**src/rtl/dsadc_pkg.sv**
```systemverilog
`timescale 1ns/1ps
package dsadc_pkg;

    typedef enum logic [2:0] {
        PH_AZ    = 3'd0,
        PH_RUNUP = 3'd1,
        PH_RUNDN = 3'd2,
        PH_OVRNG = 3'd3,
        PH_XFER  = 3'd4,
        PH_OVLD  = 3'd5,
        PH_CLR   = 3'd6
    } phase_e;

    typedef struct packed {
        logic az;
        logic inp;
        logic ref_a;
        logic ref_b;
    } sw_t;

endpackage

```
**src/rtl/dsadc_swdec.sv**
```systemverilog
`timescale 1ns/1ps
module dsadc_swdec
    import dsadc_pkg::*;
(
    input  phase_e phase_i,
    input  logic   neg_i,
    output sw_t    sw_o
);

    always_comb begin
        sw_o = '{az: 1'b1, inp: 1'b0, ref_a: 1'b1, ref_b: 1'b0};
        unique case (phase_i)
            PH_RUNUP: sw_o = '{az: 1'b0, inp: 1'b1, ref_a: 1'b0, ref_b: 1'b0};
            PH_RUNDN,
            PH_OVRNG: sw_o = '{az: 1'b0, inp: 1'b0, ref_a: neg_i, ref_b: neg_i};
            default:  sw_o = '{az: 1'b1, inp: 1'b0, ref_a: 1'b1, ref_b: 1'b0};
        endcase
    end

endmodule

```
**src/rtl/dsadc_polzero.sv**
```systemverilog
`timescale 1ns/1ps
module dsadc_polzero (
    input  logic clk_i,
    input  logic rst_ni,
    input  logic cmp_i,
    input  logic capture_i,
    input  logic track_i,
    output logic neg_o,
    output logic zero_o
);

    typedef struct packed {
        logic neg;
        logic zero;
    } pz_t;

    pz_t pz_d, pz_q;

    always_comb begin
        pz_d      = pz_q;
        pz_d.neg  = capture_i ? cmp_i : pz_q.neg;
        pz_d.zero = track_i & (pz_q.zero | (cmp_i ^ pz_q.neg));
    end

    always_ff @(posedge clk_i or negedge rst_ni) begin
        if (!rst_ni) pz_q <= '{neg: 1'b0, zero: 1'b0};
        else         pz_q <= pz_d;
    end

    assign neg_o  = pz_q.neg;
    assign zero_o = pz_q.zero;

    // Once seen, a zero crossing stays latched while tracking.
    assert_zero_sticky_R6: assert property (@(posedge clk_i) disable iff (!rst_ni)
        (track_i && zero_o) |=> (zero_o || !track_i));

    // Polarity is frozen throughout run-down and overrange.
    assert_pol_hold_R4: assert property (@(posedge clk_i) disable iff (!rst_ni)
        (track_i && $past(track_i)) |-> $stable(neg_o));

endmodule

```
**src/rtl/dsadc_seq.sv**
```systemverilog
`timescale 1ns/1ps
module dsadc_seq
    import dsadc_pkg::*;
#(
    parameter int AZ_LEN = 5000,
    parameter int RU_LEN = 10000,
    parameter int RD_MAX = 20000
) (
    input  logic clk_i,
    input  logic rst_ni,
    input  logic cmp_i,
    input  logic cnt_ext_i,
    output logic az_close_o,
    output logic inp_conn_o,
    output logic ref_a_o,
    output logic ref_b_o,
    output logic pol_neg_o,
    output logic ovrng_o,
    output logic cnt_start_o,
    output logic cnt_stop_o,
    output logic cnt_xfer_o,
    output logic cnt_clr_o,
    output logic ovld_o
);

    localparam int TMAX_A = (AZ_LEN > RU_LEN) ? AZ_LEN : RU_LEN;
    localparam int TMAX   = (TMAX_A > RD_MAX) ? TMAX_A : RD_MAX;
    localparam int TW     = $clog2(TMAX + 1);
    localparam logic [TW-1:0] AZ_END = TW'(AZ_LEN - 1);
    localparam logic [TW-1:0] RU_END = TW'(RU_LEN - 1);
    localparam logic [TW-1:0] RD_END = TW'(RD_MAX - 1);

    typedef struct packed {
        phase_e          ph;
        logic [TW-1:0]   tmr;
        logic            start;
    } seq_t;

    seq_t seq_d, seq_q;
    logic neg, zero, capture, track;
    sw_t  sw;

    assign capture = (seq_q.ph == PH_RUNUP) && (seq_q.tmr == RU_END);
    assign track   = (seq_q.ph == PH_RUNDN) || (seq_q.ph == PH_OVRNG);

    always_comb begin
        seq_d       = seq_q;
        seq_d.start = 1'b0;
        unique case (seq_q.ph)
            PH_AZ: begin
                if (seq_q.tmr == AZ_END) begin
                    seq_d.ph  = PH_RUNUP;
                    seq_d.tmr = '0;
                end else begin
                    seq_d.tmr = seq_q.tmr + TW'(1);
                end
            end
            PH_RUNUP: begin
                if (seq_q.tmr == RU_END) begin
                    seq_d.ph    = PH_RUNDN;
                    seq_d.tmr   = '0;
                    seq_d.start = 1'b1;
                end else begin
                    seq_d.tmr = seq_q.tmr + TW'(1);
                end
            end
            PH_RUNDN: begin
                if (zero) begin
                    seq_d.ph = PH_XFER;
                end else if (seq_q.tmr == RD_END) begin
                    seq_d.ph = PH_OVLD;
                end else begin
                    seq_d.tmr = seq_q.tmr + TW'(1);
                    if (cnt_ext_i) seq_d.ph = PH_OVRNG;
                end
            end
            PH_OVRNG: begin
                if (zero) begin
                    seq_d.ph = PH_XFER;
                end else if (seq_q.tmr == RD_END) begin
                    seq_d.ph = PH_OVLD;
                end else begin
                    seq_d.tmr = seq_q.tmr + TW'(1);
                end
            end
            PH_XFER,
            PH_OVLD: seq_d.ph = PH_CLR;
            PH_CLR: begin
                seq_d.ph  = PH_AZ;
                seq_d.tmr = '0;
            end
            default: begin
                seq_d.ph  = PH_AZ;
                seq_d.tmr = '0;
            end
        endcase
    end

    always_ff @(posedge clk_i or negedge rst_ni) begin
        if (!rst_ni) seq_q <= '{ph: PH_AZ, tmr: '0, start: 1'b0};
        else         seq_q <= seq_d;
    end

    dsadc_polzero u_polzero (
        .clk_i     (clk_i),
        .rst_ni    (rst_ni),
        .cmp_i     (cmp_i),
        .capture_i (capture),
        .track_i   (track),
        .neg_o     (neg),
        .zero_o    (zero)
    );

    dsadc_swdec u_swdec (
        .phase_i (seq_q.ph),
        .neg_i   (neg),
        .sw_o    (sw)
    );

    assign az_close_o  = sw.az;
    assign inp_conn_o  = sw.inp;
    assign ref_a_o     = sw.ref_a;
    assign ref_b_o     = sw.ref_b;
    assign pol_neg_o   = neg;
    assign ovrng_o     = (seq_q.ph == PH_OVRNG);
    assign cnt_start_o = seq_q.start;
    assign cnt_stop_o  = zero && track;
    assign cnt_xfer_o  = (seq_q.ph == PH_XFER);
    assign cnt_clr_o   = (seq_q.ph == PH_CLR);
    assign ovld_o      = (seq_q.ph == PH_OVLD);

    assert_inp_az_excl_R3: assert property (@(posedge clk_i) disable iff (!rst_ni)
        inp_conn_o |-> !az_close_o);

    assert_refb_with_refa_R4: assert property (@(posedge clk_i) disable iff (!rst_ni)
        ref_b_o |-> ref_a_o);

    assert_start_single_R5: assert property (@(posedge clk_i) disable iff (!rst_ni)
        cnt_start_o |=> !cnt_start_o);

    assert_stop_then_xfer_R7: assert property (@(posedge clk_i) disable iff (!rst_ni)
        cnt_stop_o |=> cnt_xfer_o);

    assert_xfer_then_clr_R7: assert property (@(posedge clk_i) disable iff (!rst_ni)
        cnt_xfer_o |=> cnt_clr_o);

    assert_ovrng_holds_R8: assert property (@(posedge clk_i) disable iff (!rst_ni)
        ovrng_o |=> (ovrng_o || cnt_xfer_o || ovld_o));

    assert_ovld_no_xfer_R10: assert property (@(posedge clk_i) disable iff (!rst_ni)
        ovld_o |=> (cnt_clr_o && !cnt_xfer_o));

    assert_timer_bound_R10: assert property (@(posedge clk_i) disable iff (!rst_ni)
        track |-> (seq_q.tmr <= RD_END));

    assert_clr_then_az_R11: assert property (@(posedge clk_i) disable iff (!rst_ni)
        cnt_clr_o |=> (az_close_o && ref_a_o && !ref_b_o && !inp_conn_o));

endmodule

```
**config.mk**
```make
export PLATFORM = sky130hd
export DESIGN_NAME = dsadc_seq
export DESIGN_NICKNAME = d
export VERILOG_FILES = /design/src/rtl/dsadc_pkg.sv /design/src/rtl/dsadc_swdec.sv /design/src/rtl/dsadc_polzero.sv /design/src/rtl/dsadc_seq.sv
export SDC_FILE = /design/constraint.sdc
export NUM_CORES = 1
export LEC_CHECK = 0
export ABC_AREA = 0
export BUFFER_PORTS_ARGS = -buffer_cell sky130_fd_sc_hd__buf_4
export CORE_MARGIN = 5
export CORE_UTILIZATION = 41
export CTS_CLUSTER_DIAMETER = 150
export DETAILED_ROUTE_END_ITERATION = 12
export MAX_ROUTING_LAYER = met4
export PLACE_DENSITY_LB_ADDON = 0.3
export SYNTH_ARGS = -nofsm -noshare
export SYNTH_HDL_FRONTEND = slang
export SYNTH_SLANG_ARGS = --single-unit
```
**constraint.sdc**
```tcl
create_clock -name clk_i -period 2.7 [get_ports clk_i]
set_clock_uncertainty 0.05 [all_clocks]
set_input_delay 0.135 -clock clk_i [delete_from_list [all_inputs] [get_ports clk_i]]
set_output_delay 0.135 -clock clk_i [all_outputs]
set_load 0.05 [all_outputs]
```
## After elaboration in Yosys (flattened, before gate mapping)

Index checks and enable logic that the tools add are counted.
W data, S select, Z words.

| cells by class | value |
|---|---|
| reductions and logical operators | 8 |
| bitwise operators | 4 |
| mux-type cells | 16 |
| equality and inequality tests | 15 |
| add/subtract/negate cells | 1 |

Operators by type and width:

| operator | count |
|---|---|
| $mux W15 | 4 |
| $pmux W15 S4 | 1 |
| $mux W3 | 7 |
| $add A15 B1 Y15 const B | 1 |
| $eq A15 B13 Y1 const B | 1 |
| $eq A15 B14 Y1 const B | 1 |
| $eq A15 B15 Y1 const B | 1 |
| $pmux W3 S5 | 1 |
| $eq A3 B3 Y1 const B | 3 |
| $pmux W4 S2 | 1 |
| $eq A3 B2 Y1 const B | 2 |
| $ne A2 B2 Y1 const B | 3 |
| $ne A4 B2 Y1 const B | 1 |
| $reduce_and A4 Y1 | 1 |
| $reduce_or A2 Y1 | 2 |
| $eq A3 B1 Y1 const B | 1 |
| $logic_not A3 Y1 | 1 |
| $ne A3 B1 Y1 const B | 1 |
| $reduce_and A3 Y1 | 1 |
| $logic_and A1 B1 Y1 | 2 |
| $mux W1 | 2 |
| $ne A2 B1 Y1 const B | 1 |
| $and A1 B1 Y1 | 1 |
| $logic_or A1 B1 Y1 | 1 |
| 3 further kinds | 3 |

| word-level totals | value |
|---|---|
| bits in registers | 21 |
| output and inout port bits | 11 |

## Longest topological paths before layout

| logic depth | value |
|---|---|
| depth in word-level cells | 4 |
| gate-level depth with buffers | 7 |
| mapped depth without buffers | 6 |

## Cells and area by module

From an unflattened synthesis, not the netlist that was laid out.

| unflattened totals | value |
|---|---|
| cell total of the unflattened synthesis | 165 |
| area total of the unflattened synthesis | 1450.1 sq um |

Modules (own cells, without submodules):

| module | area each (sq um) | cells an instance | times used | seq. area each (sq um) |
|---|---|---|---|---|
| dsadc_seq | 1332.5 | 155 | 1 | 475.5 |
| dsadc_polzero | 77.6 | 5 | 1 | 50.0 |
| dsadc_swdec | 40.0 | 5 | 1 | 0.0 |

## Worst setup path before layout

OpenSTA, ideal clock, no wires.

| path | value |
|---|---|
| path type | reg-to-output |
| from | register seq_q[17] (netlist name) |
| to | output port ref_a_o |
| buffers on the path | 1 |
| cell stages (with the launch flop) | 4 |
| arrival | 2077 ps |
| path slack | 438 ps |
| path through | dfrtp_1 -> buf_4 -> o21ai_0 -> or2_2 |

| between the ends | value |
|---|---|
| cells in the longest elaborated chain, start to end | 3 |
| elaborated cells between the ends (all ways) | 5 |
| classes of those cells | eq/ne: 3; mux: 1; reduce/logical: 1 |

Ends and longest elaborated chain:

| item | RTL line | text |
|---|---|---|
| start: declaration | dsadc_seq.sv:39 | `seq_t seq_d, seq_q;` |
| start signal: assignment | dsadc_seq.sv:100 | `if (!rst_ni) seq_q <= '{ph: PH_AZ, tmr: '0, start: 1'b0};` |
| start signal: assignment | dsadc_seq.sv:101 | `else seq_q <= seq_d;` |
| $eq A3 B2 Y1 | dsadc_swdec.sv:12 | `unique case (phase_i)` |
| $reduce_or A2 Y1 (no source line) | n/a |  |
| $pmux W4 S2 * | dsadc_swdec.sv:12 |  |
| end: declaration | dsadc_seq.sv:15 | `output logic ref_a_o,` |

Mark *: on every way between the ends. The rest lies on a longest branch, timed or not.

## Worst setup path after layout

| path | value |
|---|---|
| from | register seq_q[1] (netlist name) |
| to | register seq_q[13] (netlist name) |

| between the ends | value |
|---|---|
| cells in the longest elaborated chain, start to end | 4 |
| elaborated cells between the ends (all ways) | 11 |
| classes of those cells | add/sub: 1; eq/ne: 4; mux: 5; reduce/logical: 1 |

Ends and longest elaborated chain:

| item | RTL line | text |
|---|---|---|
| $add A15 B1 Y15 | n/a |  |
| $mux W15 | dsadc_seq.sv:70, dsadc_seq.sv:80 |  |
| $mux W15 | dsadc_seq.sv:68 | `if (zero) begin` |
| $pmux W15 S4 | dsadc_seq.sv:49 | `unique case (seq_q.ph)` |

Several ways; a longest one is shown, not always the timed one. The select of a mux whose other input is x is not followed.
A chain may end at the register's enable or synchronous reset.

==> out/metrics.cfg <==
[job]
drv_cap = 0

[sta]
hold_slack_ns = 0.02802
hold_violations = 0
rsz0062_at_grt = no
tns_ns = 0
timing.slew.headroom_pct = 68.95
layout_min_cycle_time_ns = 2.255
fmax_mhz = 443.4
setup_violations = 0
drv_slew = 0
tightest_slew_ns = 0.4597
min_period_over_period_pct = 83.52

[logic_synthesis]
syn_area_per_cell_um2 = 9.393
ys_ff_latch = 21
synth_fp_nets = 145
yosysSeqAreaShare_pct = 39.96
ys_top_cells_by_area = dfrtp_1, xnor2_1, nor2_1
yosys_warnings = 0
synth_flop_cell = dfrtp_1
synth_edf_count = 0
synth_cells = 140
yosys.area.top_type = dfrtp_1
synth_top_area_share_pct = 39.96
synth_most_common_cell = dfrtp_1
yosysUniqueCellTypes = 43
ys_top_cells_by_count = dfrtp_1, nor2_1, nand2_1, inv_1, nand3_1
netlist_area_mm2 = 0.001315
async_reset_ff_share_pct = 100.0

[place]
gp_congestion = 0.9189
hpwl_mm = 2.015
io_buffers = 14

[routing]
via_per_inst = 5.538
final_antenna_net_count = 0
wl_mm = 2.683
wl_per_cell_um = 13.62
drcViolationCount = 0
dr_total_vias = 1091
drt_first_pass_iters = 4
drt_iter0_drc = 96

[cells_and_area]
post_route_cells_drive_above_1_share_pct = 20.26
nets = 159
insertedDiodeCount = 0
areaGrowthSynthToFinish_pct = 10.94
fillers = 303

[worst_setup_path]
cp.arrival_ns = 2.39
crit_fanout = 14
startpoint_type = register
required_ns = 2.83
worstSetupPathType = register to register
end_kind = register

[outcome]
status = completed

[clocking]
clock_sinks = 21
root_buffer = clkbuf_4
htree_levels = 1
clockBufferDepth = 2
cts_made_buffers = 3
clk_pin_slew_ns = 0.11
clkLatencyLatePin_ns = 0.30
cts_tree = done

[floorplanning]
ios = 15
die-area_mm2 = 0.004440
core_area_mm2 = 0.003053
die_x_um = 66.64
die_height_um = 66.64
initial_core_util_pct = 43.07
rows = 20

[global_routing]
gr-total-overflow = 0
grt_usage_pct = 13.50
busiest_layer = met2
grtUsageMet2_pct = 21.04
grt_max_degree = 22
grt_pass1_wl_mm = 4.519
grt_pass1_vias = 996
grtUsageMet3_pct = 2.192
antenna_found_initial = 0
met1_usage_pct = 17.42

[power_and_ir_drop]
powerDensity_mw_per_mm2 = 325.8
p_leak_nw = 0.5792
peakVddDrop_mv = 0.2055
power.total_w = 0.0004754

[hold_path]
hp-class = input port to register

layout by cell type, fill, tap and decap left out, types with 4 or more instances in the layout:
| cell | instances |
|---|---|
| dfrtp_1 | 21 |
| buf_4 | 14 |
| nor2_1 | 10 |
| nand2_1 | 9 |
| inv_1 | 8 |
| nand3_1 | 6 |
| o21ai_0 | 5 |
| xnor2_1 | 5 |
| or3_1 | 5 |
| a21oi_1 | 5 |
| nor3_1 | 4 |
| o31ai_1 | 4 |
| o21ai_1 | 4 |
flip-flops by register name (all words and copies together) (netlist names):
| name | count |
|---|---|
| cnt_start_o | 1 |
| seq_q | 18 |
| u_polzero.neg_o | 1 |
| u_polzero.zero_o | 1 |
critical path, stage by stage (launching register included):
cell	delay [ns]
dfrtp_1	0.39
ha_1	0.22
nand4bb_1	0.20
or4_4	0.61
a31oi_4	0.41
or4_1	0.19
a21oi_1	0.07
power breakdown:
group / switching (W) / total (W) / internal (W)
registers: 0 / 0.000314 / 0.000314
logic: 0.00000693 / 0.0000112 / 0.00000424
clock network: 0.0000922 / 0.000150 / 0.0000576
routing by layer:
metal  wire (µm)  share of wire, %
met1        1259                47
met2        1222                46
met3         159               5.9
met4          41               1.5
met5           0                 0
per-stage QoR:
step,instance area (µm²),setup slack (ns),utilization [%],std cells
after global routing,1459,0.2659,47.79,197
after floorplan,1315,0.4382,-,140
final,1459,0.4449,47.79,197
after CTS,1459,0.4542,47.79,197
after global placement,1423,0.5382,46.60,192
after detailed placement,1423,0.4789,46.60,192
final timing paths:
path | from | to | slack (ns) | depth (start not counted)
setup / recovery | seq_q[1]$_DFFE_PN0P_ | seq_q[13]$_DFFE_PN0P_ | 0.44 | 6
hold / removal | cmp_i | u_polzero.neg_o$_DFFE_PN0P_ | 0.03 | 2
setup reg to reg | seq_q[1]$_DFFE_PN0P_ | seq_q[13]$_DFFE_PN0P_ | 0.44 | 6
hold reg to reg | seq_q[7]$_DFFE_PN0P_ | seq_q[7]$_DFFE_PN0P_ | 0.50 | 1
max in group asynchronous | rst_ni | seq_q[17]$_DFFE_PN0P_ | 2.20 | 2
min in group asynchronous | rst_ni | seq_q[9]$_DFFE_PN0P_ | 0.18 | 2
repair_timing:
| item | in CTS | in global routing |
|---|---|---|
| endpoints found under the hold margin | 21 | 0 |
| resized for setup | 0 | 0 |
| hold buffers | 1 | 0 |
| setup buffers | 0 | 0 |
logic make-up (layout without fill, tap and decap cells):
group | Yosys count | after routing | share of synthesized area [%]
simple gates | 65 | 65 | 30.35
compound gates | 33 | 33 | 18.27
flops | 21 | 21 | 39.96
buf+inv | 14 | 27 | 6.279
xor+xnor | 5 | 5 | 3.330
fa+ha+maj | 1 | 1 | 0.9513
mux | 1 | 1 | 0.8563
final cells by class:
type	count	area [µm²]	share of cell area, %
clock buffer	4	26.28	1.801
inverter	8	30.03	2.058
multi-input combinational	105	706.9	48.46
sequential	21	525.5	36.02
tap	44	55.05	3.774
timing repair buffer	15	115.1	7.890
Note: power is estimated with default switching activity, not from simulation.
